File: src/rtl/intc_bank_pkg.sv
`timescale 1ns/1ps
package intc_bank_pkg;

  // How a decoded access merges into the stored register
  typedef enum logic [2:0] {
    ACC_NONE,   // no register hit
    ACC_OR,     // set address of a dual register
    ACC_ANDN,   // clear address of a dual register
    ACC_EN,     // single address, direct write, non-zero field enables
    ACC_MSK     // single clear address, direct write, 1 bit masks
  } acc_mode_e;

  typedef enum logic [1:0] {
    S_IDLE,
    S_CALC,
    S_EMIT,
    S_DONE
  } bank_state_e;

endpackage

File: src/rtl/intc_bank_decode.sv
`timescale 1ns/1ps
module intc_bank_decode
  import intc_bank_pkg::*;
#(
  parameter int ADDR_W = 32,
  parameter int NREG   = 5,
  parameter int IDX_W  = 3,
  parameter logic [NREG-1:0][ADDR_W-1:0] SET_ADDR = '0,
  parameter logic [NREG-1:0][ADDR_W-1:0] CLR_ADDR = '0,
  parameter logic [NREG-1:0]             IS_PRIO  = '0
) (
  input  logic [ADDR_W-1:0] addr,
  output logic              hit,
  output logic [IDX_W-1:0]  idx,
  output acc_mode_e         mode
);

  localparam logic [ADDR_W-1:0] AMASK = {{(ADDR_W-29){1'b0}}, {29{1'b1}}};

  logic [NREG-1:0] hit_v;
  acc_mode_e       mode_v [NREG];

  for (genvar g = 0; g < NREG; g++) begin : g_reg
    localparam bit HAS_SET = (SET_ADDR[g] != '0);
    localparam bit HAS_CLR = (CLR_ADDR[g] != '0);
    logic set_hit, clr_hit;

    assign set_hit  = HAS_SET && ((addr & AMASK) == (SET_ADDR[g] & AMASK));
    assign clr_hit  = HAS_CLR && ((addr & AMASK) == (CLR_ADDR[g] & AMASK));
    assign hit_v[g] = set_hit | clr_hit;

    if (HAS_SET && HAS_CLR) begin : g_dual
      assign mode_v[g] = set_hit ? ACC_OR : ACC_ANDN;
    end else if (HAS_SET || IS_PRIO[g]) begin : g_en
      assign mode_v[g] = ACC_EN;
    end else begin : g_msk
      assign mode_v[g] = ACC_MSK;
    end
  end

  // lowest register index wins if two windows overlap
  always_comb begin
    hit  = 1'b0;
    idx  = '0;
    mode = ACC_NONE;
    for (int i = NREG - 1; i >= 0; i--) begin
      if (hit_v[i]) begin
        hit  = 1'b1;
        idx  = IDX_W'(i);
        mode = mode_v[i];
      end
    end
  end

endmodule

File: src/rtl/intc_bank_fields.sv
`timescale 1ns/1ps
module intc_bank_fields #(
  parameter int DATA_W = 8,
  parameter int FW     = 1
) (
  input  logic [DATA_W-1:0] old_v,
  input  logic [DATA_W-1:0] new_v,
  input  logic              invert,
  output logic [DATA_W-1:0] diff,
  output logic [DATA_W-1:0] en
);

  localparam int NF = DATA_W / FW;

  // bit j of diff/en refers to the slice at bit offset j*FW
  for (genvar j = 0; j < DATA_W; j++) begin : g_fld
    if (j < NF) begin : g_live
      assign diff[j] = old_v[j*FW +: FW] != new_v[j*FW +: FW];
      assign en[j]   = (|new_v[j*FW +: FW]) ^ invert;
    end else begin : g_pad
      assign diff[j] = 1'b0;
      assign en[j]   = 1'b0;
    end
  end

endmodule

File: src/rtl/intc_bank_msb.sv
`timescale 1ns/1ps
module intc_bank_msb #(
  parameter int W  = 8,
  parameter int IW = 3
) (
  input  logic [W-1:0]  vec,
  output logic          found,
  output logic [IW-1:0] pos
);

  always_comb begin
    found = 1'b0;
    pos   = '0;
    for (int i = 0; i < W; i++) begin
      if (vec[i]) begin
        found = 1'b1;
        pos   = IW'(i);
      end
    end
  end

endmodule

File: src/rtl/intc_bank.sv
`timescale 1ns/1ps
module intc_bank
  import intc_bank_pkg::*;
#(
  parameter int ADDR_W  = 32,
  parameter int DATA_W  = 8,
  parameter int NREG    = 5,
  parameter int SRC_W   = 8,
  parameter int PRIO_FW = 4,
  parameter logic [NREG-1:0][ADDR_W-1:0] SET_ADDR =
    {32'h0000_0118, 32'h0000_0110, 32'h0000_010C, 32'h0000_0000, 32'h0000_0100},
  parameter logic [NREG-1:0][ADDR_W-1:0] CLR_ADDR =
    {32'h0000_0000, 32'h0000_0114, 32'h0000_0000, 32'h0000_0108, 32'h0000_0104},
  parameter logic [NREG-1:0]             IS_PRIO  = 5'b11000,
  parameter logic [NREG-1:0][SRC_W-1:0]  SRC_BASE = {8'd28, 8'd24, 8'd16, 8'd8, 8'd0}
) (
  input  logic              clk,
  input  logic              rst,
  input  logic              bus_valid,
  input  logic              bus_we,
  input  logic [ADDR_W-1:0] bus_addr,
  input  logic [DATA_W-1:0] bus_wdata,
  output logic              bus_ready,
  output logic [DATA_W-1:0] bus_rdata,
  output logic              ev_valid,
  input  logic              ev_ready,
  output logic              ev_enable,
  output logic [SRC_W-1:0]  ev_src
);

  localparam int IDX_W   = (NREG > 1) ? $clog2(NREG) : 1;
  localparam int FI_W    = $clog2(DATA_W);
  localparam int NF_PRIO = DATA_W / PRIO_FW;

  bank_state_e       state;
  logic [ADDR_W-1:0] addr_q;
  logic [DATA_W-1:0] wdata_q;
  logic              we_q;
  logic [DATA_W-1:0] regs [NREG];

  logic [DATA_W-1:0] pend_q, en_q;
  logic [SRC_W-1:0]  base_q;
  logic [FI_W:0]     nf_q;

  // ---------------- decode of the latched request ----------------
  logic             hit;
  logic [IDX_W-1:0] idx;
  acc_mode_e        mode;

  intc_bank_decode #(
    .ADDR_W(ADDR_W), .NREG(NREG), .IDX_W(IDX_W),
    .SET_ADDR(SET_ADDR), .CLR_ADDR(CLR_ADDR), .IS_PRIO(IS_PRIO)
  ) u_dec (
    .addr(addr_q), .hit(hit), .idx(idx), .mode(mode)
  );

  // ---------------- merge ----------------
  logic [DATA_W-1:0] old_v, new_v;
  logic              prio_sel;

  assign old_v    = hit ? regs[idx] : '0;
  assign prio_sel = hit & IS_PRIO[idx];

  always_comb begin
    unique case (mode)
      ACC_OR:         new_v = old_v | wdata_q;
      ACC_ANDN:       new_v = old_v & ~wdata_q;
      ACC_EN, ACC_MSK: new_v = wdata_q;
      default:        new_v = old_v;
    endcase
  end

  // ---------------- per-field change detection ----------------
  logic [DATA_W-1:0] diff_m, en_m, diff_p, en_p, diff_c, en_c;

  intc_bank_fields #(.DATA_W(DATA_W), .FW(1)) u_fmask (
    .old_v(old_v), .new_v(new_v), .invert(mode == ACC_MSK),
    .diff(diff_m), .en(en_m)
  );

  intc_bank_fields #(.DATA_W(DATA_W), .FW(PRIO_FW)) u_fprio (
    .old_v(old_v), .new_v(new_v), .invert(1'b0),
    .diff(diff_p), .en(en_p)
  );

  assign diff_c = (we_q && hit) ? (prio_sel ? diff_p : diff_m) : '0;
  assign en_c   = prio_sel ? en_p : en_m;

  logic [FI_W:0] nf_c;
  assign nf_c = prio_sel ? (FI_W+1)'(NF_PRIO) : (FI_W+1)'(DATA_W);

  // ---------------- strobe ordering ----------------
  logic            new_found, pend_found;
  logic [FI_W-1:0] new_pos, pend_pos;

  intc_bank_msb #(.W(DATA_W), .IW(FI_W)) u_msb_new (
    .vec(diff_c), .found(new_found), .pos(new_pos)
  );

  intc_bank_msb #(.W(DATA_W), .IW(FI_W)) u_msb_pend (
    .vec(pend_q), .found(pend_found), .pos(pend_pos)
  );

  // slice at offset p (from LSB) is field nf-1-p counted from the MSB end
  function automatic logic [SRC_W-1:0] src_of(input logic [SRC_W-1:0] base,
                                              input logic [FI_W:0]    nf,
                                              input logic [FI_W-1:0]  p);
    return base + SRC_W'(nf - (FI_W+1)'(p) - (FI_W+1)'(1));
  endfunction

  // ---------------- sequencer ----------------
  always_ff @(posedge clk) begin
    if (rst) begin
      state     <= S_IDLE;
      addr_q    <= '0;
      wdata_q   <= '0;
      we_q      <= 1'b0;
      pend_q    <= '0;
      en_q      <= '0;
      base_q    <= '0;
      nf_q      <= '0;
      bus_ready <= 1'b0;
      bus_rdata <= '0;
      ev_valid  <= 1'b0;
      ev_enable <= 1'b0;
      ev_src    <= '0;
      for (int i = 0; i < NREG; i++) regs[i] <= '0;
    end else begin
      unique case (state)
        S_IDLE: begin
          if (bus_valid) begin
            addr_q  <= bus_addr;
            wdata_q <= bus_wdata;
            we_q    <= bus_we;
            state   <= S_CALC;
          end
        end
        S_CALC: begin
          bus_rdata <= we_q ? '0 : old_v;
          if (we_q && hit) regs[idx] <= new_v;
          en_q   <= en_c;
          base_q <= SRC_BASE[idx];
          nf_q   <= nf_c;
          if (new_found) begin
            pend_q    <= diff_c & ~(DATA_W'(1) << new_pos);
            ev_valid  <= 1'b1;
            ev_enable <= en_c[new_pos];
            ev_src    <= src_of(SRC_BASE[idx], nf_c, new_pos);
            state     <= S_EMIT;
          end else begin
            pend_q    <= '0;
            bus_ready <= 1'b1;
            state     <= S_DONE;
          end
        end
        S_EMIT: begin
          if (ev_ready) begin
            if (pend_found) begin
              pend_q    <= pend_q & ~(DATA_W'(1) << pend_pos);
              ev_enable <= en_q[pend_pos];
              ev_src    <= src_of(base_q, nf_q, pend_pos);
            end else begin
              ev_valid  <= 1'b0;
              bus_ready <= 1'b1;
              state     <= S_DONE;
            end
          end
        end
        default: begin
          bus_ready <= 1'b0;
          state     <= S_IDLE;
        end
      endcase
    end
  end

  // ---------------- assertions ----------------
  AST_EV_HOLD: assert property (@(posedge clk) disable iff (rst)
    ev_valid && !ev_ready |=> ev_valid && $stable(ev_src) && $stable(ev_enable));

  AST_NO_ACK_WITH_EV: assert property (@(posedge clk) disable iff (rst)
    bus_ready |-> !ev_valid);

  AST_ACK_PULSE: assert property (@(posedge clk) disable iff (rst)
    bus_ready |=> !bus_ready);

  AST_READ_SILENT: assert property (@(posedge clk) disable iff (rst)
    (state == S_CALC) && !we_q |=> !ev_valid);

  AST_MISS_SILENT: assert property (@(posedge clk) disable iff (rst)
    (state == S_CALC) && !hit |=> !ev_valid);

endmodule

File: config.mk
export PLATFORM = sky130hd
export DESIGN_NAME = intc_bank
export DESIGN_NICKNAME = d
export VERILOG_FILES = /design/src/rtl/intc_bank_pkg.sv /design/src/rtl/intc_bank_decode.sv /design/src/rtl/intc_bank_fields.sv /design/src/rtl/intc_bank_msb.sv /design/src/rtl/intc_bank.sv
export SDC_FILE = /design/constraint.sdc
export NUM_CORES = 1
export LEC_CHECK = 0
export BUFFER_PORTS_ARGS = -buffer_cell sky130_fd_sc_hd__buf_2
export CORE_ASPECT_RATIO = 2
export CORE_MARGIN = 1
export CORE_UTILIZATION = 60
export DETAILED_ROUTE_END_ITERATION = 7
export PLACE_DENSITY = 0.81
export RECOVER_POWER = 100
export SETUP_SLACK_MARGIN = 0.15
export SKIP_CTS_REPAIR_TIMING = 1
export SYNTH_ARGS = -nofsm -noshare
export SYNTH_HDL_FRONTEND = slang
export SYNTH_SLANG_ARGS = --single-unit
File: constraint.sdc
create_clock -name clk -period 12.8 [get_ports clk]
set_input_delay 0.64 -clock clk [delete_from_list [all_inputs] [get_ports clk]]
set_output_delay 0.64 -clock clk [all_outputs]
set_load 0.02 [all_outputs]
Word level (Yosys, flattened, before mapping)

Memory sizes are Yosys's and may differ from the RTL's.
Cells that the tools add are included.

Bits in registers: 87
RAM bits: 40
Memory bits (read-only): 72
Output and inout port bits: 19
Word-level logic and storage cells: 182
Memories kept: 3

Add/sub/neg operators: 6
Order comparisons: 3
Equal/unequal tests: 29
Shifts and indexed selects: 2
Mux-type cells: 94
Bitwise operators: 19
Reductions and logical operators: 13

Memories:

| name            | depth | width | rd ports | clocked after memory_dff | wr ports | RTL line         | RTL |
|---|---|---|---|---|---|---|---|
| (no name shown) | 8     | 8     | 1        | 0                        | 0        | intc_bank.sv:148 | `ev_src <= src_of(SRC_BASE[idx], nf_c, new_pos);` |
| regs            | 5     | 8     | 1        | 0                        | 5        | intc_bank.sv:39  | `logic [DATA_W-1:0] regs [NREG];` |
| (no name shown) | 8     | 1     | 1        | 0                        | 0        | intc_bank.sv:62  | `assign prio_sel = hit & IS_PRIO[idx];` |

Operators with widths:

| cell                | number |
|---|---|
| $eq 29x9->1 const B | 7 |
| $mux 8              | 13 |
| $mux 3              | 18 |
| $mux 1              | 43 |
| $pmux 8 s2          | 2 |
| $and 8x8->8         | 3 |
| $not 8->8           | 3 |
| $pmux 8 s3          | 1 |
| $mux 2              | 10 |
| $add 8x8->8         | 2 |
| $shl 1x3->8 const A | 2 |
| $lt 3x4->1 const B  | 3 |
| $ne 2x2->1 const B  | 6 |
| $reduce_and 4->1    | 3 |
| $sub 5x2->6 const B | 2 |
| $sub 4x3->5         | 2 |
| $ne 1x1->1          | 8 |
| $ne 4x4->1          | 2 |
| $or 8x8->8          | 1 |
| $reduce_or 4->1     | 2 |
| $reduce_or 8->1     | 1 |
| $xor 1x1->1         | 8 |
| $bmux 1 s3          | 2 |
| $eq 3x2->1 const B  | 2 |
| other kinds (17)    | 20 |

Logic depth before layout (Yosys ltp)

Gate-level depths: netlist of the first run.
An unclocked memory read counts as a cell.

Depth in word-level cells: 25
Mapped depth: 22
Mapped depth without buffers: 19

Cells and area by module

From an unflattened synthesis of the first run, not the netlist that was laid out.

Cells, all modules: 874
Area total of the unflattened synthesis: 8167.8 um^2

Modules (own cells, without submodules):

| module                     | times used | cells an instance | area an instance (um^2) |
|---|---|---|---|
| intc_bank                  | 1          | 783               | 7488.4 |
| intc_bank_fields (u_fprio) | 1          | 27                | 219.0 |
| intc_bank_decode           | 1          | 23                | 193.9 |
| intc_bank_fields (u_fmask) | 1          | 17                | 151.4 |
| intc_bank_msb              | 2          | 12                | 57.6 |

Worst setup path before layout of the first run

No wires, ideal clock.

Kind: flip-flop to flip-flop
Start: register addr_q[2]
End: register ev_src[7]
Library setup time: 88 ps
Arrival time: 4769 ps
Data required time: 12712 ps
Setup slack: 7943 ps
Cell stages (with the launch flop): 22
Path through: dfxtp_1 buf_4 and3_1 buf_2 o31a_1 o311a_1 o21ai_2 nand3_2 or4_4 o221ai_2 and2_4 buf_8 inv_1 fa_1 xnor2_1 nand3_1 xor2_1 ha_1 a21o_1 a21oi_1 or3b_1 a311oi_2

Longest elaborated chain between the ends: 25
Elaborated cells between the ends (all ways): 77
Classes of those cells: 3 x add/sub; 22 x eq/ne; 41 x mux; 5 x bitwise; 3 x reduce/logical; 3 x memory

Ends and longest elaborated chain:

| what                                             | RTL line                                       | RTL |
|---|---|---|
| start, declared                                  | intc_bank.sv:36                                | `logic [ADDR_W-1:0] addr_q;` |
| start signal, assigned                           | intc_bank.sv:132                               | `addr_q <= bus_addr;` |
| $eq 29x9->1 (on tied branches)                   | intc_bank_decode.sv:28, intc_bank_decode.sv:29 |  |
| $or 1x1->1 / $mux 3 (equally long branches)      | intc_bank_decode.sv:30, intc_bank_decode.sv:47 |  |
| $mux 3 (4 in a row)                              | intc_bank_decode.sv:47                         | `if (hit_v[i]) begin` |
| $mem_v2 5x8                                      | n/a                                            |  |
| $mux 8                                           | intc_bank.sv:61                                | `assign old_v = hit ? regs[idx] : '0;` |
| $and 8x8->8 / $or 8x8->8 (equally long branches) | intc_bank.sv:67, intc_bank.sv:66               |  |
| $pmux 8 s3                                       | intc_bank.sv:65                                | `unique case (mode)` |
| $ne 4x4->1 / $ne 1x1->1 (equally long branches)  | intc_bank_fields.sv:18                         | `assign diff[j] = old_v[j*FW +: FW] != new_v[j*FW +: FW];` |
| $mux 8 (2 in a row)                              | intc_bank.sv:86                                | `assign diff_c = (we_q && hit) ? (prio_sel ? diff_p : diff_m) : '0;` |
| $mux 1                                           | intc_bank_msb.sv:15                            | `if (vec[i]) begin` |
| $mux 2 (2 in a row)                              | intc_bank_msb.sv:15                            |  |
| $mux 3 (4 in a row)                              | intc_bank_msb.sv:15                            |  |
| $sub 4x3->5                                      | intc_bank.sv:108                               | `return base + SRC_W'(nf - (FI_W+1)'(p) - (FI_W+1)'(1));` |
| $sub 5x2->6                                      | intc_bank.sv:108                               |  |
| $add 8x8->8                                      | intc_bank.sv:108                               |  |
| $mux 8                                           | intc_bank.sv:144                               | `if (new_found) begin` |
| $pmux 8 s2                                       | intc_bank.sv:129                               | `unique case (state)` |
| end signal, assigned                             | intc_bank.sv:148                               |  |
| end signal, assigned                             | intc_bank.sv:161                               | `ev_src <= src_of(base_q, nf_q, pend_pos);` |
| end, declared                                    | intc_bank.sv:28                                | `output logic [SRC_W-1:0] ev_src` |

Several ways; a longest one is shown, not always the timed one. The select of a mux whose other input is x is not followed.
A chain may end at the register's enable or synchronous reset.

Worst setup path after layout of the first run

Start: register addr_q[5]
End: register ev_src[7]

Same word-level chain as after synthesis.

==> flow_summary.toml, run 1 <==
[outcome]
status = "complete, but fails checks"
violations = "capacitance limit, slew limit"

[yosys]
synth_most_common_cell = "nand2_1"
synth_cells = 811
yosys-top-cells-count = "142 x nand2_1, 100 x nor2_1, 85 x a21oi_1"
async_flop_share_pct = 0
avgSynthCellArea_um2 = 8.36
ys.flop_type = "dfxtp_1"
yosysWarnings = 0
synth.largest_area_cell = "dfxtp_1"
yosysUniqueCellTypes = 78
synth-seq-area-share_pct = 41.3
synth.area.top_cells = "dfxtp_1 24%, edfxtp_1 18%, nand2_1 7.9%"
synth-edff-count = 40
synth_area_mm2 = 0.00678
synth_top_area_share_pct = 23.6
synth_nets = 874
ys_ff_latch = 120

[drt]
wl_met1_um = 6470
detail_route.first_pass.iterations = 5
routed.top_layer = "met4"
via_per_inst = 6.23
drcViolationCount = 0
avgRoutedWirePerCell_um = 19.4
wl_met3_um = 913
vias = 6272
wl_met2_um = 10700
routed_wl_um = 19600
drtIter0Drc = 466
postRouteAntennaNets = 0

[floorplan]
core_mm2 = 0.0109
die_area_mm2 = 0.0118
rows = 54
initial_core_util_pct = 61.9
ioPinCount = 64
fp.dieW_um = 77.2
die_height_um = 152

[grt]
grt-ovfl-total = 0
grt_usage_pct = 34.1
grt_max_degree = 88
grt_pass1_wl_um = 30700
grt_pass1_vias = 6324
antenna_found_initial = 0

[sta]
final_max_slew_viol_count = 56
skew_ns = 0.00791
slew_headroom_pct = -12.5
hold_slack_ns = 0.455
fmax_ghz = 0.140
period_share_pct = 55.7
timing_hold_violations_final = 0
worstMarginPinSlew_ns = 1.67
period_needed_ns = 7.13
rsz0062_at_grt = "no"
setup-violations-final = 0
setup-tns-final_ns = 0

[place]
gp_congestion = 0.980
numPortBuffers = 60
dpl.hpwl_um = 14300

[clocking]
clk_path_buf_depth = 2
clk_latency_ns = 0.42
cts_tree = "yes"
h-tree-depth = 4
cts-root-buf = "clkbuf_16"
cts_buffers = 17
cts.sinks = 120
clkTransAtPathRegs_ns = 0.06

[worst_setup_path]
startpoint_type = "register"
end_kind = "register"
worst-endpoint-required_ns = 13.12
crit_path_max_fanout = 16
cp.arrival_ns = 7.45
worstSetupPathType = "reg2reg"

[flow_run]
cap_violations = 2

[cells_and_area]
drive_above_1_share_pct = 11.8
nets = 916
area_growth_pct = 13.1
fin_util_pct = 70.0
register_area_mm2 = 0.00280
antennaDiodeCount = 0
multi_input_area_mm2 = 0.00362
n_fill_cell = 934

[power]
p_leak_uw = 0.00286
powerDensity_mw_per_mm2 = 172
max-vdd-ir-drop_v = 0.000151

[worst_hold_path]
worstHoldPathType = "reg2reg"
==> final timing paths <==
path              start    endpoint  slack (ns)  cells after the start
max           addr_q[5]   ev_src[7]        5.67                     18
min          addr_q[17]  addr_q[17]        0.46                      2
max reg2reg   addr_q[5]   ev_src[7]        5.67                     18
min reg2reg  addr_q[17]  addr_q[17]        0.46                      2
==> power by group <==
part / leakage (µW) / switching, µW / internal [µW]
Sequential: 0.00106 / 35.4 / 437
Combinational: 0.00149 / 237 / 113
Clock: 0.000301 / 181 / 317
==> critical path, cell delays in order (launching register included) <==
cell	delay [ns]
dfxtp_1	0.32
nor4b_1	0.54
nand4_1	0.41
nor3_1	1.37
nand2_1	0.09
o21ai_0	0.50
a221oi_1	0.22
o221ai_1	0.36
and2_0	0.55
inv_1	0.15
fa_1	0.50
xnor2_1	0.33
nand3_1	0.14
xor2_1	0.26
ha_1	0.28
a21o_1	0.15
a21oi_1	0.21
or3b_1	0.38
a311oi_1	0.27
==> flip-flops by register name, indices dropped and copies added (netlist names) <==
signal and cells:
base_q 3, ev_valid 1, ev_src 8, nf_q 2
en_q 8, wdata_q 8, state 2, regs 40
bus_ready 1, pend_q 8, addr_q 29, bus_rdata 8
ev_enable 1, we_q 1
==> cells in the final DEF (no fill, tap or decap), drive strengths merged, types with 5 or more instances in the layout <==
master / Yosys / routed
mux2i: 22 / 22
or3: 5 / 5
a211oi: 14 / 14
inv: 24 / 27
nor3b: 8 / 8
nand2: 142 / 142
a22o: 5 / 5
o211ai: 8 / 8
nor2b: 6 / 6
o22ai: 7 / 7
nand2b: 10 / 10
clkbuf: 34 / 43
and2: 6 / 6
o21ai: 27 / 27
edfxtp: 40 / 40
ha: 14 / 14
nor2: 100 / 100
nor3: 11 / 11
a21oi: 86 / 86
o31ai: 7 / 7
buf: 15 / 50
xnor2: 14 / 14
nor4: 13 / 13
dfxtp: 80 / 80
nand4: 5 / 5
nand3: 29 / 29
a31oi: 8 / 8
==> stage by stage <==
stage	std cells	instance area [µm²]	total power [µW]	setup slack (ns)
floorplan	811	6780	736	7.94
global placement	974	7120	816	6.93
detailed placement	974	7120	833	6.84
CTS	1006	7740	1330	6.76
global route	1006	7670	1380	5.40
finish	1006	7670	1320	5.67
==> routing by layer <==
layer | GRT usage, % | up-vias
li1 | - | 2963
met5 | 0 | -
met2 | 64.1 | 230
met4 | 26.5 | 0
met1 | 30.4 | 2974
met3 | 6.95 | 105
==> layout make-up <==
cell class                      count  area share, %
Multi-Input combinational cell    618           47.2
Sequential cell                   120           36.6
Clock buffer                       21           6.43
Timing Repair Buffer               72           4.64
Tap cell                          140           2.28
Clock inverter                     11           1.73
Inverter                           24           1.18
==> cell families after synthesis <==
| group | share of synthesized area [%] |
|---|---|
| AOI/OAI and AO/OA | 19.0 |
| buffers and inverters | 4.67 |
| adders and majority gates | 3.77 |
| DFF | 41.3 |
| and+or+nand+nor | 24.3 |
| xor gates and xnor gates | 2.33 |
| muxes | 4.63 |
No activity file was read; power rests on OpenSTA's default activity.
==> run 2: changes to the inputs <==
- CORE_UTILIZATION: 60 -> 54
- PLACE_DENSITY: 0.81 -> 0.77
- clock period: 12.8 -> 6.2 ns (I/O delays scaled with it)
==> flow_summary.toml, run 2 (synthesis results as in run 1) <==
[grt]
grt_pass1_vias = 6310
grt_usage_pct = 32.5
grt_max_degree = 68
antenna_found_initial = 0
grt_pass1_wl_um = 31300
grt-ovfl-total = 0

[sta]
slew_headroom_pct = -6.64
setup-tns-final_ns = 0
fmax_ghz = 0.174
skew_ns = 0.00653
setup_slack_ns = 0.456
period_share_pct = 92.6
timing_hold_violations_final = 0
period_needed_ns = 5.74
setup-violations-final = 0
final_max_slew_viol_count = 39
worstMarginPinSlew_ns = 1.60
rsz0062_at_grt = "no"

[drt]
drcViolationCount = 0
routed_wl_um = 19700
drtIter0Drc = 404
via_per_inst = 6.14
avgRoutedWirePerCell_um = 19.3
detail_route.first_pass.iterations = 6
vias = 6287
postRouteAntennaNets = 0

[clocking]
clkTransAtPathRegs_ns = 0.06
clk_path_buf_depth = 2
cts_tree = "yes"
clk_latency_ns = 0.41
cts-root-buf = "clkbuf_16"
cts_buffers = 17
cts.sinks = 120
h-tree-depth = 4

[worst_setup_path]
slowest_stage = "dfxtp_1"
crit_chain = "nor2_1 -> or3_4 -> nor3_1 -> o2bb2ai_1 -> a31o_2 -> or4_4 -> o221ai_2 -> and2_4 -> inv_1 -> fa_1 -> xnor2_1 -> nand3_1 -> xor2_1 -> ha_1 -> a21o_1 -> a21oi_1 -> or3b_1 -> a311oi_2"
r2r_cells = 18
max_stage_delay_ns = 0.90
crit_path_max_fanout = 22
cp.arrival_ns = 6.08
startpoint_type = "register"
worstSetupPathType = "reg2reg"
worst-endpoint-required_ns = 6.53
end_kind = "register"

[floorplan]
ioPinCount = 64
core_mm2 = 0.0122
die_height_um = 160
die_area_mm2 = 0.0130
fp.dieW_um = 81.2
initial_core_util_pct = 55.6
rows = 57

[cells_and_area]
drive_above_1_share_pct = 12.9
largest_reg_flops = 40
reg_top3 = "regs: 40 flops, addr_q: 29 flops"
multi_input_area_mm2 = 0.00365
nets = 927
n_fill_cell = 1044
layout_common_cells = "142 x nand2_1, 100 x nor2_1, 85 x a21oi_1"
area_growth_pct = 14.5
antennaDiodeCount = 0
register_area_mm2 = 0.00280
top_register = "regs"
layout_commonest_cell = "nand2_1"

[outcome]
violations = "capacitance limit, slew limit"
status = "complete, but fails checks"

[worst_hold_path]
whs_path_depth = 3
worstHoldPathType = "in2reg"

[power]
p_leak_uw = 0.00289
powerDensity_mw_per_mm2 = 351
max-vdd-ir-drop_v = 0.000374

[place]
gp_congestion = 0.967
numPortBuffers = 60
dpl_worst_slack_ns = 0.655
dpl.hpwl_um = 14500

[flow_run]
cap_violations = 1
run 2: cell count changes in the layout (fill, tap and decap cells not counted), moves of 2 or more:
cell      delta
clkbuf_1     +6
buf_4        +6
and2_0       -2
a311oi_2     +2
a311oi_1     -2
run 2: area by class of cell:
cell class,count,area share [%]
well taps,147,2.37
inverters,24,1.16
clock inverters,11,1.74
repair buffers,83,5.40
flip-flops and latches,120,36.1
multi-input cells,618,47.0
clock buffers,21,6.22
run 2: final timing paths:
check               endpoint  slack [ns]          from
setup / recovery   ev_src[7]        0.46     addr_q[4]
hold / removal    addr_q[21]        0.13  bus_addr[21]
setup reg to reg   ev_src[7]        0.46     addr_q[4]
hold reg to reg    addr_q[5]        0.45     addr_q[5]
run 2: where the power goes:
group	internal, µW	total [µW]	switching [µW]
Combinational	243	729	486
Clock	644	1020	373
Sequential	901	982	80.3
Total	1790	2730	939
run 2: worst max-delay path: cells and delay by family, from the launching register on:
| family | cells | cell delay, ns |
|---|---|---|
| compound gates | 6 | 1.24 |
| xor+xnor | 2 | 0.52 |
| fa+ha+maj | 2 | 0.76 |
| buf+inv | 1 | 0.08 |
| flops | 1 | 0.90 |
| simple gates | 7 | 2.17 |
run 2: per-layer routing:
| metal | up-vias | share of wire (%) | global-route usage (%) |
|---|---|---|---|
| met5 | - | 0 | 0 |
| met4 | 0 | 8.2 | 28.7 |
| met3 | 100 | 4.8 | 6.65 |
| met2 | 260 | 54 | 57.1 |
| met1 | 2937 | 33 | 30.2 |
| li1 | 2990 | - | - |
run 2: per-stage QoR:
stage,std cells,power (µW),area [µm²],utilization [%],hold slack (ns)
after floorplan,811,1520,6780,-,0.432
final,1024,2730,7760,63.7,0.128
after detailed placement,992,1730,7210,59.1,0.447
after CTS,1024,2750,7830,64.2,0.117
after global routing,1024,2860,7760,63.7,0.133
after global placement,992,1710,7210,59.1,0.442
